==> src/rtl/byte_alu_pkg.sv <==
// byte_alu_pkg: shared widths, operation codes and flag bit positions
// for the byte ALU. Assumes an even data width so that halves exist.
package byte_alu_pkg;

    localparam int unsigned DATA_W   = 8;
    localparam int unsigned FLAG_CNT = 6;

    // Flag bit positions inside every flag vector of the block.
    localparam int unsigned FL_C = 0;
    localparam int unsigned FL_Z = 1;
    localparam int unsigned FL_N = 2;
    localparam int unsigned FL_V = 3;
    localparam int unsigned FL_S = 4;
    localparam int unsigned FL_H = 5;

    typedef logic [FLAG_CNT-1:0] flag_vec_t;

    typedef enum logic [3:0] {
        OP_ADD  = 4'd0,
        OP_ADC  = 4'd1,
        OP_SUB  = 4'd2,
        OP_SBC  = 4'd3,
        OP_AND  = 4'd4,
        OP_OR   = 4'd5,
        OP_XOR  = 4'd6,
        OP_COM  = 4'd7,
        OP_NEG  = 4'd8,
        OP_INC  = 4'd9,
        OP_DEC  = 4'd10,
        OP_LSR  = 4'd11,
        OP_ROR  = 4'd12,
        OP_ROL  = 4'd13,
        OP_ASR  = 4'd14,
        OP_SWAP = 4'd15
    } alu_op_e;

    // True for the operations whose result comes from the adder.
    function automatic logic uses_adder(alu_op_e op);
        return (op == OP_ADD) || (op == OP_ADC) || (op == OP_SUB) ||
               (op == OP_SBC) || (op == OP_NEG) || (op == OP_INC) ||
               (op == OP_DEC);
    endfunction

endpackage

==> src/rtl/byte_alu_arith.sv <==
// byte_alu_arith: one shared adder serving add, subtract, negate,
// increment and decrement. Subtraction adds the inverted operand with
// an inverted carry-in, and the carry outs are inverted back into
// borrows. Assumes W is even (half-carry taken out of the low half).
module byte_alu_arith
    import byte_alu_pkg::*;
#(
    parameter int unsigned W = DATA_W
) (
    input  logic [W-1:0] a,
    input  logic [W-1:0] b,
    input  logic         carry_in,
    input  alu_op_e      op,
    output logic [W-1:0] sum,
    output logic         carry_out,
    output logic         half_out,
    output logic         ovf_out
);

    localparam int unsigned HW = W / 2;

    logic [W-1:0] x_opnd;
    logic [W-1:0] y_opnd;
    logic         cin_eff;
    logic         borrow_mode;
    logic [W:0]   full_sum;
    logic [HW:0]  low_sum;

    // Choose adder operands and carry-in for the selected operation.
    always_comb begin
        x_opnd      = a;
        y_opnd      = b;
        cin_eff     = 1'b0;
        borrow_mode = 1'b0;
        unique case (op)
            OP_ADC: cin_eff = carry_in;
            OP_SUB: begin
                y_opnd      = ~b;
                cin_eff     = 1'b1;
                borrow_mode = 1'b1;
            end
            OP_SBC: begin
                y_opnd      = ~b;
                cin_eff     = ~carry_in;
                borrow_mode = 1'b1;
            end
            OP_NEG: begin
                x_opnd      = '0;
                y_opnd      = ~a;
                cin_eff     = 1'b1;
                borrow_mode = 1'b1;
            end
            OP_INC: begin
                y_opnd  = '0;
                cin_eff = 1'b1;
            end
            OP_DEC: y_opnd = '1;
            default: ;
        endcase
    end

    assign full_sum  = {1'b0, x_opnd} + {1'b0, y_opnd} + {{W{1'b0}}, cin_eff};
    assign low_sum   = {1'b0, x_opnd[HW-1:0]} + {1'b0, y_opnd[HW-1:0]}
                     + {{HW{1'b0}}, cin_eff};
    assign sum       = full_sum[W-1:0];
    assign carry_out = full_sum[W] ^ borrow_mode;
    assign half_out  = low_sum[HW] ^ borrow_mode;
    // Overflow: equal operand signs, result sign differs from them.
    assign ovf_out   = (x_opnd[W-1] == y_opnd[W-1]) && (sum[W-1] != x_opnd[W-1]);

endmodule

==> src/rtl/byte_alu_bitops.sv <==
// byte_alu_bitops: bitwise logic, one's complement, the four shift and
// rotate forms and half swap. Also returns the bit shifted out, which
// becomes the carry of the shift operations. Assumes W is even.
module byte_alu_bitops
    import byte_alu_pkg::*;
#(
    parameter int unsigned W = DATA_W
) (
    input  logic [W-1:0] a,
    input  logic [W-1:0] b,
    input  logic         carry_in,
    input  alu_op_e      op,
    output logic [W-1:0] res,
    output logic         shift_out
);

    localparam int unsigned HW = W / 2;

    // Form the non-adder result and the shifted-out bit.
    always_comb begin
        res       = a;
        shift_out = 1'b0;
        unique case (op)
            OP_AND:  res = a & b;
            OP_OR:   res = a | b;
            OP_XOR:  res = a ^ b;
            OP_COM:  res = ~a;
            OP_LSR: begin
                res       = {1'b0, a[W-1:1]};
                shift_out = a[0];
            end
            OP_ROR: begin
                res       = {carry_in, a[W-1:1]};
                shift_out = a[0];
            end
            OP_ROL: begin
                res       = {a[W-2:0], carry_in};
                shift_out = a[W-1];
            end
            OP_ASR: begin
                res       = {a[W-1], a[W-1:1]};
                shift_out = a[0];
            end
            OP_SWAP: res = {a[HW-1:0], a[W-1:HW]};
            default: ;
        endcase
    end

endmodule

==> src/rtl/byte_alu_flagsel.sv <==
// byte_alu_flagsel: picks the result source, derives fresh flag values
// and the per-operation write enables, and shows the stored value for
// every flag that the operation does not write. Assumes the stored
// flags come from byte_alu_flagreg.
module byte_alu_flagsel
    import byte_alu_pkg::*;
#(
    parameter int unsigned W = DATA_W
) (
    input  alu_op_e        op,
    input  logic [W-1:0]   add_sum,
    input  logic           add_c,
    input  logic           add_h,
    input  logic           add_v,
    input  logic [W-1:0]   bit_res,
    input  logic           bit_c,
    input  flag_vec_t      flags_q,
    output logic [W-1:0]   result,
    output flag_vec_t      flag_next,
    output flag_vec_t      flag_wen
);

    flag_vec_t fresh;
    logic      res_zero;
    logic      res_neg;

    assign result   = uses_adder(op) ? add_sum : bit_res;
    assign res_zero = (result == '0);
    assign res_neg  = result[W-1];

    // Compute the value each flag would take if written.
    always_comb begin
        fresh       = '0;
        fresh[FL_N] = res_neg;
        fresh[FL_H] = add_h;
        fresh[FL_Z] = (op == OP_SBC) ? (res_zero & flags_q[FL_Z]) : res_zero;
        unique case (op)
            OP_ADD, OP_ADC, OP_SUB, OP_SBC, OP_NEG, OP_INC, OP_DEC: begin
                fresh[FL_C] = add_c;
                fresh[FL_V] = add_v;
            end
            OP_COM: begin
                fresh[FL_C] = 1'b1;
                fresh[FL_V] = 1'b0;
            end
            OP_LSR, OP_ROR, OP_ROL, OP_ASR: begin
                fresh[FL_C] = bit_c;
                fresh[FL_V] = res_neg ^ bit_c;
            end
            default: begin
                fresh[FL_C] = 1'b0;
                fresh[FL_V] = 1'b0;
            end
        endcase
        fresh[FL_S] = fresh[FL_N] ^ fresh[FL_V];
    end

    // Decide which flags the selected operation writes.
    always_comb begin
        flag_wen = '0;
        unique case (op)
            OP_ADD, OP_ADC, OP_SUB, OP_SBC, OP_NEG:
                flag_wen = '1;
            OP_AND, OP_OR, OP_XOR, OP_INC, OP_DEC: begin
                flag_wen[FL_Z] = 1'b1;
                flag_wen[FL_N] = 1'b1;
                flag_wen[FL_V] = 1'b1;
                flag_wen[FL_S] = 1'b1;
            end
            OP_COM, OP_LSR, OP_ROR, OP_ROL, OP_ASR: begin
                flag_wen       = '1;
                flag_wen[FL_H] = 1'b0;
            end
            default: flag_wen = '0;
        endcase
    end

    // Unwritten flags pass their stored value through.
    for (genvar gi = 0; gi < FLAG_CNT; gi++) begin : g_merge
        assign flag_next[gi] = flag_wen[gi] ? fresh[gi] : flags_q[gi];
    end

endmodule

==> src/rtl/byte_alu_flagreg.sv <==
// byte_alu_flagreg: the stored status flags. Each bit loads its next
// value when commit is high and its write enable is set; reset is
// synchronous and active low and wins over commit.
module byte_alu_flagreg
    import byte_alu_pkg::*;
(
    input  logic      clk,
    input  logic      rst_n,
    input  logic      commit,
    input  flag_vec_t flag_next,
    input  flag_vec_t flag_wen,
    output flag_vec_t flags_q
);

    for (genvar gi = 0; gi < FLAG_CNT; gi++) begin : g_bit
        // Hold or load one flag bit per clock edge.
        always_ff @(posedge clk) begin
            if (!rst_n) begin
                flags_q[gi] <= 1'b0;
            end else if (commit && flag_wen[gi]) begin
                flags_q[gi] <= flag_next[gi];
            end
        end
    end

endmodule

==> src/rtl/byte_alu_core.sv <==
// byte_alu_core: top of the byte ALU. The result and flag candidates
// are combinational; only the flag register is clocked. Assumes the
// decoder drives op_sel with the operation codes of byte_alu_pkg.
module byte_alu_core
    import byte_alu_pkg::*;
#(
    parameter int unsigned W = DATA_W
) (
    input  logic                clk,
    input  logic                rst_n,
    input  logic [W-1:0]        operand_a,
    input  logic [W-1:0]        operand_b,
    input  logic                carry_in,
    input  logic [3:0]          op_sel,
    input  logic                commit,
    output logic [W-1:0]        result,
    output logic [FLAG_CNT-1:0] flag_next,
    output logic [FLAG_CNT-1:0] flag_wen,
    output logic [FLAG_CNT-1:0] flags
);

    alu_op_e      op;
    logic [W-1:0] add_sum;
    logic         add_c;
    logic         add_h;
    logic         add_v;
    logic [W-1:0] bit_res;
    logic         bit_c;
    flag_vec_t    flags_q;

    assign op    = alu_op_e'(op_sel);
    assign flags = flags_q;

    byte_alu_arith #(.W(W)) u_arith (
        .a         (operand_a),
        .b         (operand_b),
        .carry_in  (carry_in),
        .op        (op),
        .sum       (add_sum),
        .carry_out (add_c),
        .half_out  (add_h),
        .ovf_out   (add_v)
    );

    byte_alu_bitops #(.W(W)) u_bitops (
        .a         (operand_a),
        .b         (operand_b),
        .carry_in  (carry_in),
        .op        (op),
        .res       (bit_res),
        .shift_out (bit_c)
    );

    byte_alu_flagsel #(.W(W)) u_flagsel (
        .op        (op),
        .add_sum   (add_sum),
        .add_c     (add_c),
        .add_h     (add_h),
        .add_v     (add_v),
        .bit_res   (bit_res),
        .bit_c     (bit_c),
        .flags_q   (flags_q),
        .result    (result),
        .flag_next (flag_next),
        .flag_wen  (flag_wen)
    );

    byte_alu_flagreg u_flagreg (
        .clk       (clk),
        .rst_n     (rst_n),
        .commit    (commit),
        .flag_next (flag_next),
        .flag_wen  (flag_wen),
        .flags_q   (flags_q)
    );

endmodule

==> config.mk <==
export PLATFORM = sky130hd
export DESIGN_NAME = byte_alu_core
export DESIGN_NICKNAME = d
export VERILOG_FILES = /design/src/rtl/byte_alu_pkg.sv /design/src/rtl/byte_alu_arith.sv /design/src/rtl/byte_alu_bitops.sv /design/src/rtl/byte_alu_flagsel.sv /design/src/rtl/byte_alu_flagreg.sv /design/src/rtl/byte_alu_core.sv
export SDC_FILE = /design/constraint.sdc
export NUM_CORES = 1
export LEC_CHECK = 0
export BUFFER_PORTS_ARGS = -buffer_cell sky130_fd_sc_hd__clkbuf_2
export CORE_MARGIN = 4
export CORE_UTILIZATION = 61
export CTS_CLUSTER_DIAMETER = 200
export CTS_CLUSTER_SIZE = 8
export DETAILED_ROUTE_END_ITERATION = 8
export HOLD_SLACK_MARGIN = 0.1
export PLACE_DENSITY = 0.88
export SYNTH_ARGS = -nofsm -noshare
export SYNTH_HDL_FRONTEND = slang
export SYNTH_SLANG_ARGS = --single-unit
==> constraint.sdc <==
create_clock -name clk -period 6 [get_ports clk]
set_input_delay 0.3 -clock clk [delete_from_list [all_inputs] [get_ports clk]]
set_output_delay 0.3 -clock clk [all_outputs]
set_load 0.01 [all_outputs]
==> summary.txt <==
Status
  • Status: finished, final reports clean

Finish
  • Max reg flops: 6
  • ANT cells: 0
  • Post-route cell area: 2500 sq um
  • Largest registers: u_flagreg.flags_q: 6 flops
  • Share of layout cells above drive strength 1: 21.2%
  • Biggest register: u_flagreg.flags_q
  • Area Growth Syn to Fin: 8.81%
  • Nets: 409

Timing
  • Slew Limit Fails: 0
  • Worst-Margin Slew: 815 ps
  • TNS Setup: 0 ps
  • Worst rel slew slack: 45.6%
  • Max Fclk: 0.226 GHz
  • Clock Skew: 0 ps
  • Final setup fails: 0
  • Final period utilization: 73.9%
  • Fin. Hold Viols: 0
  • RSZ-0062 raised after global routing: false
  • Final min period: 4430 ps

Setup path
  • Reg2reg setup slack: 4900 ps
  • Arr. time, crit path: 4130 ps
  • CP endpoint kind: output port
  • Max FO, Critical Path: 29
  • CP Data Required Time: 5700 ps
  • Worst setup path class: in2out
  • CP startpoint kind: primary input

Placed design
  • DP Wirelength: 5730 um
  • GP Congestion: 0.992
  • # port buffers: 49
  • Dpl cell area: 2460 sq um

Pwr
  • Peak supply drop: 0.0645 mV
  • PwrDens: 144 nW/um^2
  • Design Power: 360 uW
  • Pleak: 0.00110 uW

Synth
  • Distinct cells, synth: 69
  • Post-synth top cells: nor2_1, nand2_1, a21oi_1, ha_1, o21ai_0
  • Xor/xnor share of the synthesized area: 2.67%
  • Post-synthesis simple-gate area fraction: 27.0%
  • Area of the mapped netlist: 2300 sq um
  • Synth area leader: ha_1
  • Synthesis warning total: 0
  • Synth top area share: 12.5%
  • Flop and latch count out of synthesis: 6
  • Cells after Synth: 327
  • Average size of a mapped cell: 7.03 sq um
  • Largest family of logic cells by synthesized area: compound AO/OA/AOI/OAI gates
  • Sequential share of the synthesized area: 5.22%
  • Ys flop type: dfxtp_1
  • Most common cell in the netlist: nor2_1
  • Main area contributors after synthesis: ha_1, nor2_1, a21oi_1
  • Synth Area in Adders: 14.3%
  • Syn Nets: 376
  • Compound-gate portion of the synthesized area: 36.8%
  • Post-synth ARST share: 0%
  • Post-synth EDFFs: 0
  • Post-synthesis mux area share: 3.16%

Global route
  • Remaining Overflow, GRT: 0
  • GRT Resource Usage Total: 30.6%
  • Number of global-route vias before repair: 2458
  • Antenna violations before repair: 0
  • Largest net degree at the start of global routing: 43
  • First-pass GRT wire length: 12100 um

Routing
  • Violation count after the first detailed-routing iteration: 308
  • Pre-antenna DRT Iters: 5
  • Average routed wire per standard cell: 18.6 um
  • Post-Route WL: 7570 um
  • Vias/cell: 6.62
  • Detail Route Antenna Nets: 0
  • Via count: 2688
  • # DRC: 0

Floorplan
  • Die height: 69.4 um
  • I/O pin count: 50
  • Die area: 4820 sq um
  • Row count: 22
  • Starting Density: 62.8%
  • Die W: 69.4 um
  • Core Area: 3660 sq um

Flow run
  • Max cap viols: 0

CTS
  • CTS root buffer: clkbuf_8
  • Post-CTS Setup Bufs: 0
  • Post-CTS sizing: 0
  • Clock Path Buffers: 2
  • Hold-fix buffers, CTS: 0
  • CTS tree: done
  • CTS Buf Count: 3
  • CTS clk-pin slew, worst paths: 40 ps
  • Skew-Pair Late Insertion Delay: 230 ps
  • Htree depth: 1
  • CTS Sinks: 6

Hold path
  • Hold/Removal Path Class: in2reg
## worst max-delay path: stages
cell      delay [ps]
clkbuf_2         520
nor2_1           270
o21ai_0          130
o21ai_0          110
a22oi_1          140
o21ai_0          170
fa_1             500
fa_1             410
nand2b_1         160
a21oi_1          330
a221oi_2         140
o21a_1           230
xnor2_1          130
o221a_2          290
o22a_1           160
clkbuf_2         120
## layer usage
layer	share of wire (%)	GRT usage, %	vias to the layer above
met3	8.0	2.90	31
met4	4.8	16.7	0
met5	0	0	-
met1	41	39.3	1221
met2	46	49.9	158
li1	-	-	1278
## cell families (layout without fill, tap and decap cells)
| logic type | after synthesis | count (layout) |
|---|---|---|
| AO/OA/AOI/OAI | 116 | 116 |
| flip-flops | 6 | 6 |
| buffers and inverters | 46 | 77 |
| XOR/XNOR | 7 | 7 |
| AND/OR/NAND/NOR | 120 | 120 |
| multiplexers | 7 | 7 |
| adder cells (fa/ha/maj) | 25 | 25 |
## per-stage QoR
stage	util [%]	std cells	hold slack (ps)	setup slack [ps]
floorplan	-	327	416	2110
detailed placement	67.2	403	490	1670
CTS	68.4	406	365	1660
global placement	67.2	403	469	1800
finish	68.4	406	366	1570
global route	68.4	406	371	1360
## layout make-up
| type | instances | area (sq um) |
|---|---|---|
| fillers | 339 | 1160 |
| well taps | 48 | 60.1 |
| repair buffers | 52 | 268 |
| flip-flops and latches | 6 | 120 |
| multi-input cells | 275 | 1930 |
| clock buffers | 3 | 41.3 |
| inverters | 22 | 82.6 |
## final timing paths
| check | from | to | cells past startpoint |
|---|---|---|---|
| hold / removal | commit | u_flagreg.flags_q[5] | 3 |
| setup / recovery | op_sel[1] | flag_next[0] | 16 |
| hold reg to reg | u_flagreg.flags_q[5] | u_flagreg.flags_q[5] | 2 |
| setup reg to reg | u_flagreg.flags_q[1] | u_flagreg.flags_q[1] | 4 |
## layout by cell type, fill, tap and decap left out, drive strengths merged, types with 4 or more instances in the layout
master	instances
clkbuf	52
o21ai	24
a2111oi	4
o22a	5
nand3b	4
nor3	7
mux2i	5
a31oi	4
and2	5
nand2b	6
o21a	6
inv	22
a221oi	5
nor2b	4
nor2	37
nand3	9
dfxtp	6
ha	23
xnor2	5
a21oi	26
a22oi	6
nand2	31
## where the power goes
group | leakage, uW | switching [uW] | internal [uW]
sequential | 0.0000493 | 2.33 | 43.3
combinational | 0.00103 | 152 | 98.5
clock | 0.0000216 | 20.1 | 43.4
total | 0.00110 | 175 | 185
No activity file was read; power rests on OpenSTA's default activity.
